==> src/rtl/smi_pkg.sv <==
package smi_pkg;

   localparam int ADDR_W = 5;
   localparam int DATA_W = 16;
   localparam int CODE_W = 4;

   // command register; field order is the software-visible layout
   typedef struct packed {
      logic [ADDR_W-1:0] phy;    // 15:11
      logic [ADDR_W-1:0] regnum; // 10:6
      logic [CODE_W-1:0] range;  // 5:2
      logic              wr;     // 1
      logic              busy;   // 0
   } cmd_t;

   // MDC period in system clocks for each clock-range code
   function automatic logic [7:0] mdc_ratio(input logic [CODE_W-1:0] code);
      logic [7:0] r;
      case (code)
         4'd0:    r = 8'd42;
         4'd1:    r = 8'd62;
         4'd2:    r = 8'd16;
         4'd3:    r = 8'd26;
         4'd4:    r = 8'd102;
         default: r = 8'd124;
      endcase
      return r;
   endfunction

endpackage

==> src/rtl/smi_clkgen.sv <==
module smi_clkgen #(
   parameter int CNT_W = 7
) (
   input  logic             clk,
   input  logic             rst_n,
   input  logic             run,
   input  logic [CNT_W-1:0] half,
   output logic             mdc,
   output logic             rise,
   output logic             fall
);

   logic [CNT_W-1:0] cnt_q;
   logic             mdc_q;
   logic             tick;

   assign tick = run && (cnt_q == half - CNT_W'(1));
   assign rise = tick && !mdc_q;
   assign fall = tick && mdc_q;
   assign mdc  = mdc_q;

   always_ff @(posedge clk) begin
      if (!rst_n || !run) begin
         cnt_q <= '0;
         mdc_q <= 1'b0;
      end else if (tick) begin
         cnt_q <= '0;
         mdc_q <= !mdc_q;
      end else begin
         cnt_q <= cnt_q + CNT_W'(1);
      end
   end

endmodule

==> src/rtl/smi_shifter.sv <==
module smi_shifter
   import smi_pkg::*;
#(
   parameter int PRE_LEN = 32
) (
   input  logic              clk,
   input  logic              rst_n,
   input  logic              start,
   input  logic              dummy,
   input  logic              wr,
   input  logic [ADDR_W-1:0] phy,
   input  logic [ADDR_W-1:0] regnum,
   input  logic [DATA_W-1:0] wdata,
   input  logic              rise,
   input  logic              fall,
   input  logic              mdi,
   output logic              run,
   output logic              done,
   output logic              mdo,
   output logic              oe,
   output logic [DATA_W-1:0] cap
);

   localparam int TOTAL   = PRE_LEN + 2 + 2 + 2*ADDR_W + 2 + DATA_W;
   localparam int IW      = $clog2(TOTAL);
   localparam int TA_IDX  = PRE_LEN + 4 + 2*ADDR_W;
   localparam int DAT_IDX = TA_IDX + 2;

   logic [TOTAL-1:0]  sh_q;
   logic [TOTAL-1:0]  frame;
   logic [IW-1:0]     idx_q;
   logic              active_q, dummy_q, wr_q, oe_q;
   logic [DATA_W-1:0] cap_q;
   logic              last;

   assign frame = {{PRE_LEN{1'b1}}, 2'b01, (wr ? 2'b01 : 2'b10), phy, regnum,
                   2'b10, (wr ? wdata : {DATA_W{1'b1}})};
   assign last  = dummy_q || (idx_q == IW'(TOTAL-1));
   assign done  = active_q && fall && last;
   assign run   = active_q;
   assign mdo   = sh_q[TOTAL-1];
   assign oe    = oe_q;
   assign cap   = cap_q;

   always_ff @(posedge clk) begin
      if (!rst_n) begin
         sh_q     <= '0;
         idx_q    <= '0;
         active_q <= 1'b0;
         dummy_q  <= 1'b0;
         wr_q     <= 1'b0;
         oe_q     <= 1'b0;
         cap_q    <= '0;
      end else if (start) begin
         active_q <= 1'b1;
         dummy_q  <= dummy;
         wr_q     <= wr;
         oe_q     <= !dummy;
         sh_q     <= frame;
         idx_q    <= '0;
      end else if (active_q) begin
         if (rise && !dummy_q && !wr_q && idx_q >= IW'(DAT_IDX))
            cap_q <= {cap_q[DATA_W-2:0], mdi};
         if (fall) begin
            if (last) begin
               active_q <= 1'b0;
               oe_q     <= 1'b0;
            end else begin
               idx_q <= idx_q + IW'(1);
               sh_q  <= {sh_q[TOTAL-2:0], 1'b1};
               if (!wr_q && idx_q == IW'(TA_IDX-1))
                  oe_q <= 1'b0;
            end
         end
      end
   end

endmodule

==> src/rtl/smi_ctrl.sv <==
module smi_ctrl
   import smi_pkg::*;
#(
   parameter int PRE_LEN     = 32,
   parameter int CNT_W       = 7,
   parameter int SYNC_STAGES = 2
) (
   input  logic        clk,
   input  logic        rst_n,
   input  logic        reg_valid,
   input  logic        reg_write,
   input  logic        reg_addr,
   input  logic [15:0] reg_wdata,
   output logic [15:0] reg_rdata,
   output logic        mdc,
   output logic        mdio_o,
   output logic        mdio_oe,
   input  logic        mdio_i
);

   if (PRE_LEN < 1 || PRE_LEN > 64) begin : g_bad_pre
      $error("smi_ctrl: PRE_LEN out of range");
   end
   if (CNT_W < 6) begin : g_bad_cnt
      $error("smi_ctrl: CNT_W too narrow for largest half period");
   end
   if (SYNC_STAGES < 0 || SYNC_STAGES > 3) begin : g_bad_sync
      $error("smi_ctrl: SYNC_STAGES must be 0..3");
   end

   cmd_t              cmd_q, cmd_in;
   logic [DATA_W-1:0] data_q;
   logic [CNT_W-1:0]  half_q;
   logic              xfer_run, xfer_done;
   logic              mdc_rise, mdc_fall;
   logic [DATA_W-1:0] cap;
   logic              mdi_s;
   logic              wr_cmd, wr_dat, launch;

   assign cmd_in = cmd_t'(reg_wdata);
   assign wr_cmd = reg_valid && reg_write && !reg_addr;
   assign wr_dat = reg_valid && reg_write && reg_addr;
   assign launch = wr_cmd && !xfer_run;

   assign reg_rdata = reg_addr ? data_q : 16'(cmd_q);

   // input synchronizer variant chosen by parameter
   if (SYNC_STAGES == 0) begin : g_nosync
      assign mdi_s = mdio_i;
   end else begin : g_sync
      logic [SYNC_STAGES-1:0] st_q;
      always_ff @(posedge clk) begin
         if (!rst_n) st_q <= '1;
         else begin
            st_q[0] <= mdio_i;
            for (int i = 1; i < SYNC_STAGES; i++) st_q[i] <= st_q[i-1];
         end
      end
      assign mdi_s = st_q[SYNC_STAGES-1];
   end

   always_ff @(posedge clk) begin
      if (!rst_n) begin
         cmd_q  <= '0;
         data_q <= '0;
         half_q <= CNT_W'(8);
      end else begin
         if (launch) begin
            cmd_q  <= cmd_in;
            half_q <= CNT_W'(mdc_ratio(cmd_in.range) >> 1);
         end else if (xfer_done) begin
            cmd_q.busy <= 1'b0;
            if (cmd_q.busy && !cmd_q.wr) data_q <= cap;
         end
         if (wr_dat && !xfer_run) data_q <= reg_wdata;
      end
   end

   smi_clkgen #(.CNT_W(CNT_W)) u_clk (
      .clk  (clk),
      .rst_n(rst_n),
      .run  (xfer_run),
      .half (half_q),
      .mdc  (mdc),
      .rise (mdc_rise),
      .fall (mdc_fall)
   );

   smi_shifter #(.PRE_LEN(PRE_LEN)) u_shf (
      .clk   (clk),
      .rst_n (rst_n),
      .start (launch),
      .dummy (!cmd_in.busy),
      .wr    (cmd_in.wr),
      .phy   (cmd_in.phy),
      .regnum(cmd_in.regnum),
      .wdata (data_q),
      .rise  (mdc_rise),
      .fall  (mdc_fall),
      .mdi   (mdi_s),
      .run   (xfer_run),
      .done  (xfer_done),
      .mdo   (mdio_o),
      .oe    (mdio_oe),
      .cap   (cap)
   );

endmodule

==> config.mk <==
export PLATFORM = sky130hd
export DESIGN_NAME = smi_ctrl
export DESIGN_NICKNAME = d
export VERILOG_FILES = /design/src/rtl/smi_pkg.sv /design/src/rtl/smi_clkgen.sv /design/src/rtl/smi_shifter.sv /design/src/rtl/smi_ctrl.sv
export SDC_FILE = /design/constraint.sdc
export NUM_CORES = 1
export LEC_CHECK = 0
export CAP_MARGIN = 20
export CELL_PAD_IN_SITES_DETAIL_PLACEMENT = 1
export CELL_PAD_IN_SITES_GLOBAL_PLACEMENT = 2
export CORE_MARGIN = 2
export CORE_UTILIZATION = 35
export CTS_BUF_LIST = sky130_fd_sc_hd__clkbuf_8
export DETAILED_ROUTE_END_ITERATION = 6
export DONT_BUFFER_PORTS = 1
export PLACE_DENSITY = 0.76
export SLEW_MARGIN = 0
export SYNTH_ARGS = -nofsm -noshare
export SYNTH_HDL_FRONTEND = slang
export SYNTH_SLANG_ARGS = --single-unit
==> constraint.sdc <==
create_clock -name clk -period 2.5 [get_ports clk]
set_input_delay 0.5 -clock clk [delete_from_list [all_inputs] [get_ports clk]]
set_output_delay 0.5 -clock clk [all_outputs]
set_load 0.02 [all_outputs]
==> results_dict.tcl, run 1 <==
set metrics [dict create \
    status "completed" \
    dpl_cell_area_sq_um 6220 \
    worstMarginPinSlew_ps 616 \
    wl_microns 15300 \
    synth_area_sq_um 6010 \
    port_buffers 0 \
    die_w_microns 135 \
    clock_latency_ps 450 \
    place_congestion 0.735 \
    drtAntennaViolNets 0 \
    hp-start "rst_n" \
    drt-initial-drc-count 241 \
    finalCritPeriodShare_pct 95.8 \
    clk_pin_slew_ps 70 \
    ys_ff_latch 137 \
    skew_ps 9.53 \
    start_kind "flip-flop" \
    hold_viol_final 0 \
    finalSetupTns_ps 0 \
    relSlewSlack_pct 58.8 \
    num_rows 47 \
    postSynthCellCount 676 \
    wire_per_inst_microns 17.2 \
    yosysSeqAreaShare_pct 45.6 \
    post-dp-hpwl_microns 9830 \
    maxSlewViolCount 0 \
    die_h_microns 135 \
    grt_use_total_pct 17.2 \
    timing.critical_path.cells "inv_2 > ha_4 > nor3b_4 > xnor2_2 > or4_4 > a211oi_4 > buf_12 > nor3_1 > nor3b_1" \
    ios 41 \
    maxCapViolCount 0 \
    cp-end-kind "flip-flop" \
    clkSinkCount 137 \
    antenna_found_initial 0 \
    cts_max_level 4 \
    routed.top_layer "met4" \
    synth_edf_count 0 \
    dr.pass1.iters 4 \
    tritoncts "yes" \
    cts_root_buf "clkbuf_8" \
    design_area_sq_um 6770 \
    final_nets 686 \
    grt_pass1_wl_microns 24700 \
    diodes 0 \
    yosys_warnings 0 \
    route.met2.wl_microns 7410 \
    overflow 0 \
    cts_max_path_buffers 2 \
    powerDensity_nw_per_um2 675 \
    rsz0062_at_grt "no" \
    final_common_cell "dfxtp_1" \
    whs_ps 157 \
    worstReg2RegStart "half_q[0]" \
    drive_above_1_share_pct 13.8 \
    p_leak_nw 2.53 \
    final_cell_mix "dfxtp_1 (134), nand2_1 (87), nor2_1 (52)" \
    fin_ws_ps 105 \
    slowest_stage "or4_4" \
    avgSynthCellArea_sq_um 8.89 \
    grt_start_max_net_pins 155 \
    wl_met1_microns 7240 \
    ys_dominant_reg_cell "dfxtp_1" \
    yosysUniqueCellTypes 52 \
    pre_cts_ws_ps 21.8 \
    min_path_type "input port to flip-flop" \
    timing_worst_setup_path_type "flip-flop to flip-flop" \
    fmax_mhz 417 \
    cts_buffers 17 \
    die_area_sq_um 18200 \
    fillers 1941 \
    syn2layout_area_growth_pct 12.7 \
    drc 0 \
    core_sq_um 16700 \
    start_util_pct 36.0 \
    num_vias 4793 \
    postLayoutCoreUtil_pct 40.5 \
    slowest_delay_ps 580 \
    crit_arrival_ps 2750 \
    async_flop_share_pct 0 \
    synth_nets 702 \
    cp_max_fo 46 \
    grt_pass1_vias 4789 \
    via_per_inst 5.37 \
    finalCriticalPeriod_ps 2400 \
    startpoint "half_q[0]" \
    worstPathRequired_ps 2850 \
    vdd_drop_max_v 0.000344 \
    wl_met3_microns 491 \
    setup_viol 0 \
]
-- critical path, delay by kind of cell, from the launching register on --
family,cells,cell delay (ps)
AOI/OAI and AO/OA,1,270
xor gates and xnor gates,1,140
adders and majority gates,1,160
buffers and inverters,2,310
DFF,1,340
and+or+nand+nor,4,1040
-- report_power, final --
| part | total (mW) | internal [mW] | switching, mW |
|---|---|---|---|
| clock network | 2.02 | 1.18 | 0.840 |
| registers | 2.30 | 2.25 | 0.0476 |
| logic | 0.254 | 0.117 | 0.136 |
-- Yosys cell counts (2+ instances only) --
library cell  number  share of area (%)
dfxtp_1          137                 46
nand2_1           87                5.4
nor2_1            52                3.2
nor3_1            40                3.3
clkbuf_1          38                2.4
nor3b_1           35                4.4
nand3_1           29                2.4
o211ai_1          29                3.6
mux2i_1           25                4.2
a21oi_1           23                1.9
o21ai_0           20                1.7
mux2_2            17                3.2
a21boi_0          10                1.2
nand4_1           10                1.0
o221ai_1          10                1.5
xnor2_1           10                1.5
buf_6              9                1.7
a22oi_1            7               0.87
o22ai_1            7               0.73
inv_1              6               0.37
xor2_1             6               0.87
and3_1             5               0.52
buf_1              5               0.31
nand2b_1           5               0.52
or3_1              5               0.52
and2_1             4               0.42
buf_2              4               0.33
ha_1               4               0.83
a31oi_1            3               0.31
o211a_1            3               0.50
o21bai_1           3               0.37
a211o_1            2               0.29
a211oi_4           2               0.67
a31o_2             2               0.29
nand2_2            2               0.21
nor2b_1            2               0.21
nor4_1             2               0.21
or2_2              2               0.21
-- sequential cells by signal, summed over array words and instances, names as in the netlist --
| name | cells |
|---|---|
| u_shf.oe | 1 |
| g_sync.st_q | 2 |
| data_q | 16 |
| half_q | 6 |
| u_shf.wr_q | 1 |
| u_shf.run | 1 |
| u_clk.mdc | 1 |
| u_shf.idx_q | 6 |
| u_shf.sh_q | 64 |
| cmd_q | 15 |
| u_shf.cap | 16 |
| u_clk.cnt_q | 7 |
| u_shf.dummy_q | 1 |
-- metal layers --
layer  vias up  GRT usage, %
met1      2355          22.3
met5         -             0
li1       2363             -
met3        22          4.47
met4         0          5.73
met2        53          28.0
-- stage by stage --
stage                     std cells  total power [mW]
after floorplan                 676              2.57
after global placement          858              2.59
after detailed placement        858              2.61
after CTS                       890              4.63
after global routing            893              4.75
final                           893              4.57
-- final timing paths --
kind	end	slack, ps	cells after the start
worst max-delay path	u_shf.sh_q[61]	100	9
worst min-delay path	half_q[3]	160	1
worst max register to register	u_shf.sh_q[61]	100	9
worst min register to register	g_sync.st_q[1]	420	1
-- timing repair --
action,4_1_cts,5_1_grt
resized for setup,1,10
hold buffers,0,0
pin swaps,0,2
setup endpoints to repair,2,77
setup buffers,0,1
endpoints found under the hold margin,0,0
gates cloned,0,2
-- layout make-up --
type                            instances  area, sq um  area share (%)
Clock buffer                           21          289            4.27
Clock inverter                         11          151            2.24
Inverter                                6         22.5           0.333
Multi-Input combinational cell        476         3010            44.4
Sequential cell                       137         2750            40.6
Tap cell                              220          275            4.07
Timing Repair Buffer                   22          275            4.07
-- kinds of logic (layout without fill, tap and decap cells) --
logic type               count (synthesis)  in the layout  share of synthesized area, %
AND/OR/NAND/NOR                        287            287                          23.9
flip-flops                             137            137                          45.6
AO/OA/AOI/OAI                          127            127                          14.7
buffers and inverters                   63             60                          5.21
multiplexers                            42             42                          7.35
XOR/XNOR                                16             16                          2.33
adder cells (fa/ha/maj)                  4              4                         0.833
No activity file was read; power rests on OpenSTA's default activity.
==> run 2: changes to the inputs <==
- RECOVER_POWER: not set -> 25
==> run 2 against run 1 <==
Effect of this change:
- non-clock buffer count stayed put
- maximum frequency is 0.24% lower
- via count is 0.35% lower
- global-route usage stayed put
- register-to-register slack hardly changed
- sequential share of layout area is 0.068 points higher
- first-iteration DRC count is 10% lower
- combinational power is 2% lower
- clock skew is 0.59 ps lower
- core utilization is 0.067 points lower
- critical path depth stayed put
- critical endpoint unchanged
==> results_dict.tcl, run 2 (synthesis gave the netlist of run 1 again) <==
set metrics [dict create \
    die_w_microns 135 \
    diodes 0 \
    hold_end "half_q[3]" \
    final_nets 686 \
    wire_per_inst_microns 17.2 \
    crit_arrival_ps 2750 \
    cts_root_buf "clkbuf_8" \
    drt-initial-drc-count 216 \
    dr.pass1.iters 4 \
    maxSlewViolCount 0 \
    core_sq_um 16700 \
    cp-end-kind "flip-flop" \
    rsz0062_at_grt "no" \
    fmax_mhz 416 \
    cts_buffers 17 \
    finalCritPeriodShare_pct 96.0 \
    wl_microns 15300 \
    whs_ps 157 \
    stdcell_count 893 \
    grt_start_max_net_pins 155 \
    postLayoutCoreUtil_pct 40.5 \
    ios 41 \
    worstMarginPinSlew_ps 1130 \
    final_common_cell "dfxtp_1" \
    tritoncts "yes" \
    min_path_type "input port to flip-flop" \
    dpl_cell_area_sq_um 6220 \
    largest_reg_flops 64 \
    finalPower_mw 4.56 \
    worstPathRequired_ps 2850 \
    timing_worst_setup_path_type "flip-flop to flip-flop" \
    die_h_microns 135 \
    cp_max_fo 46 \
    finalCriticalPeriod_ps 2400 \
    start_util_pct 36.0 \
    clock_latency_ps 450 \
    fin_ws_ps 98.9 \
    final_cell_mix "dfxtp_1 (134), nand2_1 (87), nor2_1 (52)" \
    setup_viol 0 \
    hold_viol_final 0 \
    port_buffers 0 \
    clkSinkCount 137 \
    post-dp-hpwl_microns 9830 \
    top_register "u_shf.sh_q" \
    hp-start "rst_n" \
    placed_cells_incl_taps 858 \
    skew_ps 8.94 \
    via_per_inst 5.35 \
    syn2layout_area_growth_pct 12.5 \
    die_area_sq_um 18200 \
    finalSetupTns_ps 0 \
    hold_path_depth 1 \
    powerDensity_nw_per_um2 675 \
    start_kind "flip-flop" \
    grt_pass1_wl_microns 24700 \
    num_vias 4776 \
    worstReg2RegStart "half_q[0]" \
    drc 0 \
    place_congestion 0.735 \
    cts_max_level 4 \
    status "completed" \
    drtAntennaViolNets 0 \
    r2r_cells 9 \
    pre_cts_ws_ps 21.8 \
    vdd_drop_max_v 0.000341 \
    regToRegSetupSlack_ps 100 \
    design_area_sq_um 6760 \
    antenna_found_initial 0 \
    grt_use_total_pct 17.2 \
    clk_pin_slew_ps 80 \
    worstReg2RegEnd "u_shf.sh_q[61]" \
    maxCapViolCount 0 \
    cts_max_path_buffers 2 \
    drive_above_1_share_pct 11.1 \
    grt_pass1_vias 4789 \
    relSlewSlack_pct 25.0 \
    p_leak_nw 2.54 \
    num_rows 47 \
    overflow 0 \
]
run 2: cell count changes in the layout (fill, tap and decap cells not counted), sizes merged:
cell,delta
buf,-3
clkbuf,+3
run 2: worst max-delay path: stages (launching register included):
cell,delay (ps)
dfxtp_2,340
inv_2,40
ha_4,160
nor3b_4,150
xnor2_2,140
or4_4,590
a211oi_4,270
buf_12,270
nor3_1,70
nor3b_1,240
run 2: power by group:
part           internal (mW)  leakage (nW)  switching [mW]
Sequential              2.25          1.12          0.0475
Combinational          0.113          1.18           0.136
Clock                   1.18         0.239           0.834
Total                   3.54          2.54            1.02
run 2: worst max-delay path by stage:
stage / cells past startpoint / startpoint / to / slack, ps
final: 9 / half_q[0] / u_shf.sh_q[61] / 100
after global routing: 10 / half_q[0] / data_q[7] / 9
after CTS: 8 / half_q[0] / u_shf.idx_q[5] / 20
after detailed placement: 7 / half_q[2] / u_shf.sh_q[38] / 20
after global placement: 8 / u_shf.idx_q[0] / data_q[15] / 100
after floorplan: 8 / u_shf.idx_q[1] / data_q[10] / 3
run 2: cell type report:
| cell class | count | area [sq um] |
|---|---|---|
| Multi-Input combinational cell | 476 | 3010 |
| Sequential cell | 137 | 2750 |
| Inverter | 6 | 22.5 |
| Timing Repair Buffer | 22 | 264 |
| Clock inverter | 11 | 151 |
| Tap cell | 220 | 275 |
| Fill cell | 1943 | 9940 |
| Clock buffer | 21 | 289 |
run 2: metal layers:
layer / up-vias / part of all wire, % / wire length [microns] / GRT usage, %
li1: 2362 / - / - / -
met5: - / 0 / 0 / 0
met2: 51 / 48 / 7400 / 28.0
met1: 2343 / 47 / 7140 / 22.3
met3: 20 / 3.7 / 561 / 4.47
met4: 0 / 1.5 / 231 / 5.73
run 2: what timing repair did:
action / 4_1_cts / 5_1_grt
resized for setup: 1 / 10
pin swaps: 0 / 2
setup endpoints to repair: 2 / 77
hold buffers: 0 / 0
setup buffers: 0 / 1
endpoints found under the hold margin: 0 / 0
gates cloned: 0 / 2
